$ cat config.mk
export PLATFORM = sky130hd
export DESIGN_NAME = spi_xact_engine
export DESIGN_NICKNAME = d
export VERILOG_FILES = /design/src/rtl/spi_xact_pkg.sv /design/src/rtl/spi_xact_regs.sv /design/src/rtl/spi_xact_clkgen.sv /design/src/rtl/spi_xact_shifter.sv /design/src/rtl/spi_xact_engine.sv
export SDC_FILE = /design/constraint.sdc
export NUM_CORES = 1
export LEC_CHECK = 0
export BUFFER_PORTS_ARGS = -buffer_cell sky130_fd_sc_hd__buf_2
export CAP_MARGIN = 5
export CORE_MARGIN = 2
export CORE_UTILIZATION = 62
export CTS_CLUSTER_DIAMETER = 120
export CTS_CLUSTER_SIZE = 12
export DETAILED_ROUTE_END_ITERATION = 10
export GPL_TIMING_DRIVEN = 0
export PLACE_DENSITY_LB_ADDON = 0.05
export SETUP_SLACK_MARGIN = 0.15
export SYNTH_ARGS = -nofsm -noshare
export SYNTH_HDL_FRONTEND = slang
export SYNTH_SLANG_ARGS = --single-unit
$ cat constraint.sdc
create_clock -name clk -period 8.95 [get_ports clk]
set_clock_uncertainty 0.05 [all_clocks]
set_input_delay 0.895 -clock clk [delete_from_list [all_inputs] [get_ports clk]]
set_output_delay 0.895 -clock clk [all_outputs]
set_load 0.01 [all_outputs]
$ cat src/rtl/spi_xact_pkg.sv
package spi_xact_pkg;
  localparam int REG_W     = 32;
  localparam int MAX_BYTES = 8;
  localparam int VEC_W     = MAX_BYTES * 8;
  localparam int CNT_W     = 4;
  localparam int BIT_W     = $clog2(2 * VEC_W + 1);

  localparam logic [7:0] OFS_XFER = 8'h00;
  localparam logic [7:0] OFS_OPC  = 8'h04;
  localparam logic [7:0] OFS_DAT  = 8'h08;
  localparam logic [7:0] OFS_CFG  = 8'h28;
  localparam logic [7:0] OFS_CSEL = 8'h38;

  localparam int XF_START  = 8;
  localparam int XF_BUSY   = 16;
  localparam int CFG_DLSB  = 16;

  typedef enum logic [1:0] {ST_IDLE, ST_RUN, ST_DONE} xact_state_e;

  // Outgoing byte order on the wire: index 0 first, placed at the top.
  function automatic logic [VEC_W-1:0] tx_stream(input logic [REG_W-1:0] opc,
                                                 input logic [REG_W-1:0] dat);
    return {opc[7:0], opc[31:24], opc[23:16], opc[15:8],
            dat[7:0], dat[15:8], dat[23:16], dat[31:24]};
  endfunction

  function automatic logic [CNT_W-1:0] clamp_cnt(input logic [CNT_W-1:0] c);
    return (c > CNT_W'(MAX_BYTES)) ? CNT_W'(MAX_BYTES) : c;
  endfunction
endpackage

$ cat src/rtl/spi_xact_regs.sv
module spi_xact_regs
  import spi_xact_pkg::*;
#(
  parameter int          ADDR_W  = 8,
  parameter int          DIV_W   = 12,
  parameter int unsigned DIV_RST = 3
) (
  input  logic              clk,
  input  logic              rst_n,
  input  logic [ADDR_W-1:0] addr,
  input  logic              we,
  input  logic [REG_W-1:0]  wdata,
  input  logic              busy,
  input  logic              wb_valid,
  input  logic [VEC_W-1:0]  wb_vec,
  output logic [REG_W-1:0]  rdata,
  output logic              start,
  output logic [7:0]        start_cnt,
  output logic [REG_W-1:0]  opc_q,
  output logic [REG_W-1:0]  dat_q,
  output logic [DIV_W-1:0]  div_q,
  output logic              csel_q
);
  localparam int CFG_PAD = REG_W - CFG_DLSB - DIV_W;

  logic [7:0]       cnt_q, cnt_d;
  logic [REG_W-1:0] opc_d, dat_d;
  logic [DIV_W-1:0] div_d;
  logic             csel_d;
  logic sel_xfer, sel_opc, sel_dat, sel_cfg, sel_csel, wr_ok;

  assign sel_xfer = (addr == ADDR_W'(OFS_XFER));
  assign sel_opc  = (addr == ADDR_W'(OFS_OPC));
  assign sel_dat  = (addr == ADDR_W'(OFS_DAT));
  assign sel_cfg  = (addr == ADDR_W'(OFS_CFG));
  assign sel_csel = (addr == ADDR_W'(OFS_CSEL));
  assign wr_ok    = we && !busy;

  assign start     = wr_ok && sel_xfer && wdata[XF_START];
  assign start_cnt = wdata[7:0];

  always_comb begin
    cnt_d  = cnt_q;
    opc_d  = opc_q;
    dat_d  = dat_q;
    div_d  = div_q;
    csel_d = csel_q;
    if (wr_ok && sel_xfer) cnt_d = wdata[7:0];
    if (wr_ok && sel_opc)  opc_d = wdata;
    if (wr_ok && sel_dat)  dat_d = wdata;
    if (wr_ok && sel_cfg)  div_d = wdata[CFG_DLSB +: DIV_W];
    if (we && sel_csel)    csel_d = wdata[0];
    if (wb_valid) begin
      dat_d = wb_vec[REG_W-1:0];
      opc_d = wb_vec[VEC_W-1:REG_W];
    end
  end

  always_ff @(posedge clk or negedge rst_n) begin
    if (!rst_n) begin
      cnt_q  <= '0;
      opc_q  <= '0;
      dat_q  <= '0;
      div_q  <= DIV_W'(DIV_RST);
      csel_q <= 1'b0;
    end else begin
      cnt_q  <= cnt_d;
      opc_q  <= opc_d;
      dat_q  <= dat_d;
      div_q  <= div_d;
      csel_q <= csel_d;
    end
  end

  always_comb begin
    rdata = '0;
    if (sel_xfer) begin
      rdata[7:0]     = cnt_q;
      rdata[XF_BUSY] = busy;
    end
    if (sel_opc)  rdata = opc_q;
    if (sel_dat)  rdata = dat_q;
    if (sel_cfg)  rdata = {{CFG_PAD{1'b0}}, div_q, {CFG_DLSB{1'b0}}};
    if (sel_csel) rdata[0] = csel_q;
  end
endmodule

$ cat src/rtl/spi_xact_clkgen.sv
module spi_xact_clkgen #(
  parameter int DIV_W = 12
) (
  input  logic             clk,
  input  logic             rst_n,
  input  logic             run,
  input  logic [DIV_W-1:0] div,
  output logic             sclk,
  output logic             rise,
  output logic             fall
);
  localparam int PW = DIV_W + 1;

  logic [PW-1:0] ratio, low_len, cnt_q, cnt_d;
  logic          sclk_d;

  assign ratio   = {1'b0, div} + PW'(2);
  assign low_len = ratio - (ratio >> 1);
  assign rise    = run && (cnt_q == low_len - PW'(1));
  assign fall    = run && (cnt_q == ratio - PW'(1));

  always_comb begin
    cnt_d  = cnt_q + PW'(1);
    sclk_d = sclk;
    if (rise) sclk_d = 1'b1;
    if (fall) begin
      sclk_d = 1'b0;
      cnt_d  = '0;
    end
    if (!run) begin
      sclk_d = 1'b0;
      cnt_d  = '0;
    end
  end

  always_ff @(posedge clk or negedge rst_n) begin
    if (!rst_n) begin
      cnt_q <= '0;
      sclk  <= 1'b0;
    end else begin
      cnt_q <= cnt_d;
      sclk  <= sclk_d;
    end
  end
endmodule

$ cat src/rtl/spi_xact_shifter.sv
module spi_xact_shifter
  import spi_xact_pkg::*;
(
  input  logic             clk,
  input  logic             rst_n,
  input  logic             start,
  input  logic [7:0]       start_cnt,
  input  logic [REG_W-1:0] opc,
  input  logic [REG_W-1:0] dat,
  input  logic             rise,
  input  logic             fall,
  input  logic             miso,
  output logic             run,
  output logic             busy,
  output logic             mosi,
  output logic             wb_valid,
  output logic [VEC_W-1:0] wb_vec
);
  xact_state_e      st_q, st_d;
  logic [VEC_W-1:0] tx_sh_q, tx_sh_d, rx_vec_q, rx_vec_d;
  logic [BIT_W-1:0] idx_q, idx_d, txb_q, txb_d, tot_q, tot_d;
  logic             rxany_q, rxany_d;
  logic [CNT_W-1:0] txn, rxn;
  logic [CNT_W:0]   nsum;
  logic [5:0]       rx_idx;
  logic             in_tx;

  assign txn    = clamp_cnt(start_cnt[3:0]);
  assign rxn    = clamp_cnt(start_cnt[7:4]);
  assign nsum   = {1'b0, txn} + {1'b0, rxn};
  assign in_tx  = idx_q < txb_q;
  assign rx_idx = 6'(idx_q - txb_q);

  always_comb begin
    st_d     = st_q;
    tx_sh_d  = tx_sh_q;
    rx_vec_d = rx_vec_q;
    idx_d    = idx_q;
    txb_d    = txb_q;
    tot_d    = tot_q;
    rxany_d  = rxany_q;
    unique case (st_q)
      ST_IDLE: if (start) begin
        tx_sh_d  = tx_stream(opc, dat);
        rx_vec_d = '0;
        idx_d    = '0;
        txb_d    = BIT_W'({txn, 3'b000});
        tot_d    = BIT_W'({nsum, 3'b000});
        rxany_d  = (rxn != '0);
        st_d     = (nsum == '0) ? ST_DONE : ST_RUN;
      end
      ST_RUN: begin
        if (rise && !in_tx) rx_vec_d[{rx_idx[5:3], ~rx_idx[2:0]}] = miso;
        if (fall) begin
          if (idx_q == tot_q - BIT_W'(1)) st_d = ST_DONE;
          else begin
            idx_d   = idx_q + BIT_W'(1);
            tx_sh_d = {tx_sh_q[VEC_W-2:0], 1'b0};
          end
        end
      end
      ST_DONE: st_d = ST_IDLE;
      default: st_d = ST_IDLE;
    endcase
  end

  always_ff @(posedge clk or negedge rst_n) begin
    if (!rst_n) begin
      st_q     <= ST_IDLE;
      tx_sh_q  <= '0;
      rx_vec_q <= '0;
      idx_q    <= '0;
      txb_q    <= '0;
      tot_q    <= '0;
      rxany_q  <= 1'b0;
    end else begin
      st_q     <= st_d;
      tx_sh_q  <= tx_sh_d;
      rx_vec_q <= rx_vec_d;
      idx_q    <= idx_d;
      txb_q    <= txb_d;
      tot_q    <= tot_d;
      rxany_q  <= rxany_d;
    end
  end

  assign run      = (st_q == ST_RUN);
  assign busy     = (st_q != ST_IDLE);
  assign mosi     = run && in_tx && tx_sh_q[VEC_W-1];
  assign wb_valid = (st_q == ST_DONE) && rxany_q;
  assign wb_vec   = rx_vec_q;
endmodule

$ cat src/rtl/spi_xact_engine.sv
module spi_xact_engine
  import spi_xact_pkg::*;
#(
  parameter int          ADDR_W  = 8,
  parameter int          DIV_W   = 12,
  parameter int unsigned DIV_RST = 3
) (
  input  logic              clk,
  input  logic              rst_n,
  input  logic [ADDR_W-1:0] reg_addr,
  input  logic              reg_we,
  input  logic [31:0]       reg_wdata,
  output logic [31:0]       reg_rdata,
  output logic              spi_sclk,
  output logic              spi_mosi,
  input  logic              spi_miso,
  output logic              spi_cs_n
);
  logic             rst_meta, rst_n_i;
  logic             busy, run, start, wb_valid, rise, fall, csel_q;
  logic [7:0]       start_cnt;
  logic [REG_W-1:0] opc_q, dat_q;
  logic [DIV_W-1:0] div_q;
  logic [VEC_W-1:0] wb_vec;

  always_ff @(posedge clk or negedge rst_n) begin
    if (!rst_n) begin
      rst_meta <= 1'b0;
      rst_n_i  <= 1'b0;
    end else begin
      rst_meta <= 1'b1;
      rst_n_i  <= rst_meta;
    end
  end

  spi_xact_regs #(.ADDR_W(ADDR_W), .DIV_W(DIV_W), .DIV_RST(DIV_RST)) u_regs (
    .clk(clk), .rst_n(rst_n_i), .addr(reg_addr), .we(reg_we), .wdata(reg_wdata),
    .busy(busy), .wb_valid(wb_valid), .wb_vec(wb_vec), .rdata(reg_rdata),
    .start(start), .start_cnt(start_cnt), .opc_q(opc_q), .dat_q(dat_q),
    .div_q(div_q), .csel_q(csel_q)
  );

  spi_xact_clkgen #(.DIV_W(DIV_W)) u_clkgen (
    .clk(clk), .rst_n(rst_n_i), .run(run), .div(div_q),
    .sclk(spi_sclk), .rise(rise), .fall(fall)
  );

  spi_xact_shifter u_shift (
    .clk(clk), .rst_n(rst_n_i), .start(start), .start_cnt(start_cnt),
    .opc(opc_q), .dat(dat_q), .rise(rise), .fall(fall), .miso(spi_miso),
    .run(run), .busy(busy), .mosi(spi_mosi), .wb_valid(wb_valid), .wb_vec(wb_vec)
  );

  assign spi_cs_n = !(run || csel_q);
endmodule

After elaboration in Yosys (flattened, before gate mapping)
Index checks and enable logic that the tools add are counted.
{ "totals": {"out_inout_bits": 35, "register_bits": 249, "wordCells": 112} }
{ "op_classes": {"n_lt_le_gt_ge": 5, "n_reduce_logical": 30, "addsub": 9, "n_mux": 36, "eq_ne": 15, "n_bitwise": 1} }
{ "op_table": {"columns": ["op", "n"], "rows": [
  ["$mux 64", 5],
  ["$pmux 64 s2", 2],
  ["$mux 32", 7],
  ["$bwmux 64", 1],
  ["$mux 8", 4],
  ["$eq 13x13->1", 2],
  ["$mux 13", 2],
  ["$sub 13x1->13 const B", 2],
  ["$eq 8x6->1 const B", 2],
  ["$pmux 8 s2", 1],
  ["$logic_and 1x1->1", 14],
  ["$add 12x2->13 const B", 1],
  ["$add 13x1->13 const B", 1],
  ["$sub 13x12->13", 1],
  ["$add 8x1->8 const B", 1],
  ["$eq 8x3->1 const B", 1],
  ["$eq 8x4->1 const B", 1],
  ["$eq 8x8->1", 1],
  ["$gt 4x4->1 const B", 2],
  ["$logic_not 8->1", 1],
  ["$lt 8x7->1", 1],
  ["$mux 2", 4],
  ["$mux 4", 2],
  ["$reduce_bool 2->1", 4],
  ["22 further kinds", 33]
]} }

Longest topological paths before layout
{ "depth": {"ltp_word": 9, "ltp_mapped": 19} }

Hierarchy
Synthesis repeated with hierarchy kept, for this count alone.
{ "unflattened": {"cells_unflattened": 1622, "hier_area_um2": 14944.3} }
{ "modules_own_cells": {"columns": ["module", "cells_per_inst", "n_inst", "area_per_inst_um2"], "rows": [
  ["spi_xact_shifter", 743, 1, 7131.8],
  ["spi_xact_regs", 557, 1, 5278.8],
  ["spi_xact_clkgen", 318, 1, 2476.1],
  ["spi_xact_engine", 4, 1, 57.6]
]} }

Worst setup path after synthesis
No wires, ideal clock.
{ "synth_timing": {"kind": "reg2reg", "start": "register u_regs.div_q[1]", "end": "register u_shift.rx_vec_q[0] (netlist: u_shift.wb_vec[0])", "t_arrival_ns": 4.355, "setup_slack_ns": 4.411, "setup_ns": 0.133, "required_time_ns": 8.767, "stages_incl_launch_ff": 17, "path_cell_list": "dfstp_2 > buf_2 > and3_1 > clkbuf_1 > nand3_1 > xnor2_1 > inv_1 > ha_1 > or3_1 > o22ai_4 > a21oi_2 > or4_4 > a2111oi_4 > a41oi_4 > buf_2 > o31ai_1 > o41ai_1"} }
{ "synth_via": {"elab_chain_cells": 8} }
{ "synth_rtl": {"columns": ["element", "line", "text"], "rows": [
  ["from (decl)", "spi_xact_regs.sv:21", "output logic [DIV_W-1:0] div_q,"],
  ["from (signal assigned)", "spi_xact_regs.sv:64", "div_q <= DIV_W'(DIV_RST);"],
  ["from (signal assigned)", "spi_xact_regs.sv:70", "div_q <= div_d;"],
  ["$add 12x2->13", "spi_xact_clkgen.sv:17", "assign ratio = {1'b0, div} + PW'(2);"],
  ["$sub 13x12->13", "spi_xact_clkgen.sv:18", "assign low_len = ratio - (ratio >> 1);"],
  ["$sub 13x1->13", "spi_xact_clkgen.sv:19", "assign rise = run && (cnt_q == low_len - PW'(1));"],
  ["$eq 13x13->1", "spi_xact_clkgen.sv:19", null],
  ["$logic_and 1x1->1", "spi_xact_clkgen.sv:19", null],
  ["$logic_and 1x1->1", "spi_xact_shifter.sv:53", "if (rise && !in_tx) rx_vec_d[{rx_idx[5:3], ~rx_idx[2:0]}] = miso;"],
  ["$ne 2x1->1 (no source line)", null, null],
  ["$reduce_and 3->1 (no source line)", null, null],
  ["to (signal assigned)", "spi_xact_shifter.sv:79", "rx_vec_q <= rx_vec_d;"],
  ["to (decl)", "spi_xact_shifter.sv:20", "logic [VEC_W-1:0] tx_sh_q, tx_sh_d, rx_vec_q, rx_vec_d;"]
]} }
No other way between the ends.
A chain may end at the register's enable or synchronous reset.

Final worst setup path
{ "layout_timing": {"start": "register u_regs.div_q[1]", "end": "register u_shift.rx_vec_q[6] (netlist: u_shift.wb_vec[6])"} }
The elaborated chain is that of the path after synthesis.

==> impl_metrics.csv <==
group,metric,value,unit
clocking,h-tree-depth,1,
layout,drive_gt1_share,10.0,%
timing,rsz0062_at_grt,"no",
clocking,cts.sinks,249,
synth,synth_nets,1578,
clocking,numCtsBuffers,24,
layout,syn_to_final_growth,10.5,%
timing,finalCritPeriodShare,64.0,%
clocking,cts_hold_buf,0,
timing,fin_crit,5.73,ns
placement,io_buffers,77,
min_path,hold_path_class,"in -> async",
synth,ys.flop_type,"dfrtp_1",
die,die_area,24200,sq um
timing,fmax,0.175,GHz
timing,slew_headroom,11.2,%
synth,synthSimpleGateAreaFrac,13.1,%
die,fp.dieH,156,um
critical_path,cp-start-kind,"flip-flop",
pwr,power.density,260,nW/um^2
routing,firstDrtPassIters,8,
global_route,grt_pass1_wl,67700,um
synth,synth_top_cell_by_area,"dfrtp_1",
global_route,grt_pass1_vias,12000,
synth,ys_ff_latch,249,
die,die_w,156,um
critical_path,end_kind,"flip-flop",
pwr,clkPwrFrac,22.9,%
clocking,clock_latency,0.54,ns
timing,hold_ws,0.0918,ns
routing,drc,0,
layout,seqCellArea,6240,sq um
die,rows,55,
synth,async_flop_share,100,%
placement,dp_slack,3.37,ns
clocking,clock-root-buffer,"clkbuf_16",
clocking,clockBufferDepth,3,
synth,ys_types,75,
routing,drt_iter0_drc,1408,
synth,ys_seq_area_share,43.8,%
clocking,post_cts_resize_count,0,
critical_path,arrival,6.06,ns
routing,vias,12400,
timing,worstMarginPinSlew,1.32,ns
routing,ant_nets,0,
routing,wl,43500,um
clocking,cts_setup_buffers,0,
global_route,grt_overflow,0,
global_route,grt_usage,36.1,%
clocking,clkTransAtPathRegs,0.06,ns
placement,gp_congestion,0.900,
routing,wire_per_inst,22.8,um
pwr,intPower,0.00248,W
critical_path,cp_max_fo,10,
layout,diodes,0,
die,io_pins,79,
pwr,sw_frac_of_total,39.4,%
synth,synth_mux_area_share,11.1,%
flow_run,max_cap_viol_count,0,
layout,multi_input_area,7340,sq um
die,initial_core_util,63.0,%
critical_path,crit_type,"reg -> reg",
synth,synth_enable_flop_cells,0,
die,core_area,22600,sq um
synth,synthAdderAreaFrac,2.66,%
outcome,status,"finished, final reports clean",
pwr,p_seq_share,40.2,%
synth,syn_inst,1505,
global_route,grt_max_degree,72,
synth,syn-cell-area,14200,sq um
placement,hpwl,32200,um
pwr,ir_drop,147,uV
pwr,p_leak,7.27,nW
pwr,combPwrFrac,36.9,%
synth,synth_top_family_by_area,"compound AO/OA/AOI/OAI gates",
synth,ys_top_cells_by_area,"dfrtp_1, mux2i_1, o21ai_0",
timing,fin_ws,3.22,ns
pwr,switchingPower,0.00161,W
synth,ys.warnings.count,0,
layout,final_core_util,69.7,%
synth,synth_xor_area_share,5.13,%
timing,timing.final.max_slew_violations,0,
timing,hold_viol,0,
critical_path,worstPathRequired,9.29,ns
synth,synth.avg_cell_area,9.46,sq um
timing,finalSetupViolCount,0,
layout,nets,1685,
synth,synth_top_area_share,43.4,%
layout,fillCellCount,1799,
synth,synth_compound_area_share,19.5,%
clocking,cts_tree,"done",
routing,vias_per_cell,6.51,
global_route,antenna_found_initial,1,
[sequential cells by signal, summed over array words and instances (netlist names), 2 cells and up]
register,flops
u_clkgen.cnt_q,13
u_regs.cnt_q,8
u_regs.dat_q,32
u_regs.div_q,12
u_regs.opc_q,32
u_shift.idx_q,8
u_shift.st_q,2
u_shift.tot_q,5
u_shift.tx_sh_q,64
u_shift.txb_q,4
u_shift.wb_vec,64
[worst max-delay path, cell delays in order (launching register included)]
cell and delay (ns):
dfstp_2 0.61, buf_2 0.29, and3_1 0.20, clkbuf_1 0.29
nand3_1 0.14, xnor2_1 0.57, ha_1 0.41, nand2b_1 0.09
a21oi_1 0.08, o41ai_1 0.79, xor2_1 0.25, a2111oi_0 0.45
a211o_1 0.29, a41oi_4 0.31, buf_2 0.32, o31ai_1 0.28
o41ai_1 0.13
[synthesized netlist by cell type (3+ instances only)]
master / n
a22o_1: 13
nor3b_1: 3
o21ai_0: 201
o21ai_1: 3
a222oi_1: 19
a21o_1: 46
a31oi_1: 3
nor2_1: 46
xnor2_1: 49
nand2_1: 219
nand3_1: 23
xnor3_1: 3
and3_1: 16
nand2b_1: 12
or4_1: 3
mux2i_1: 132
dfrtp_1: 247
buf_2: 7
nand4_1: 17
or2_2: 3
nor2b_1: 9
a21oi_1: 30
mux2_2: 23
buf_1: 8
nor3_1: 16
ha_1: 27
inv_1: 53
o41ai_1: 17
a211oi_1: 3
clkbuf_1: 95
o211ai_1: 3
nor4_1: 3
and2_1: 7
xor2_1: 22
or3_1: 5
o31ai_1: 68
[final timing paths]
check                      cells after the start                 to            start  slack, ns
max in group asynchronous                      2    u_regs.cnt_q[1]          rst_n_i       7.36
min reg2reg                                    0            rst_n_i         rst_meta       0.31
max                                           16  u_shift.wb_vec[6]  u_regs.div_q[1]       3.22
min                                            1            rst_n_i            rst_n       0.09
min in group clk                               0            rst_n_i         rst_meta       0.31
max reg2reg                                   16  u_shift.wb_vec[6]  u_regs.div_q[1]       3.22
[layer usage]
layer,part of all wire [%],track usage [%],up-vias,routed length (um)
met5,0,0,-,0
met4,3.7,12.1,0,1590
met3,8.5,5.52,116,3680
met2,46,57.2,583,20000
met1,42,51.5,6112,18200
li1,-,-,5594,-
[area by class of cell]
type / instances / area share [%]
repair buffers: 81 / 3.01
clock inverters: 1 / 0.0318
inverters: 54 / 1.29
well taps: 285 / 2.27
multi-input cells: 1088 / 46.7
clock buffers: 33 / 4.17
plain buffers: 114 / 2.92
flip-flops and latches: 249 / 39.7
[cells in the final DEF, fill, tap and decap left out, types with 7 or more instances in the layout]
cell and instances:
a21o_1 46, a21oi_1 30, a222oi_1 19, a22o_1 13
and2_1 7, and3_1 16, buf_1 8, buf_2 85
clkbuf_1 103, clkbuf_16 25, dfrtp_1 246, ha_1 27
inv_1 53, mux2_2 23, mux2i_1 132, nand2_1 219
nand2b_1 12, nand3_1 23, nand4_1 17, nor2_1 46
nor2b_1 9, nor3_1 16, o21ai_0 201, o31ai_1 68
o41ai_1 17, xnor2_1 49, xor2_1 22
[cells by family after synthesis]
group,after synthesis
AOI/OAI and AO/OA,427
xor gates and xnor gates,76
adders and majority gates,29
buffers and inverters,168
DFF,249
muxes,155
other,1
and+or+nand+nor,400
[power groups by stage]
stage | clock network, W | logic [W] | registers [W]
6_report | 0.000934 | 0.00151 | 0.00164
5_1_grt | 0.000979 | 0.00165 | 0.00166
4_1_cts | 0.000932 | 0.00148 | 0.00163
3_5_place_dp | 0 | 0.00147 | 0.00164
3_3_place_gp | 0 | 0.00139 | 0.00166
2_1_floorplan | 0 | 0.00107 | 0.00157
[per-stage QoR]
stage	cell area, sq um	total power (W)	instances	TNS (ns)
6_report	15700	0.00408	1905	0
3_5_place_dp	15100	0.00311	1870	0
3_3_place_gp	15000	0.00305	1867	-331.03
2_1_floorplan	14200	0.00264	1505	0
5_1_grt	15700	0.00429	1905	0
4_1_cts	15700	0.00404	1904	0
Note: power is estimated with default switching activity, not from simulation.
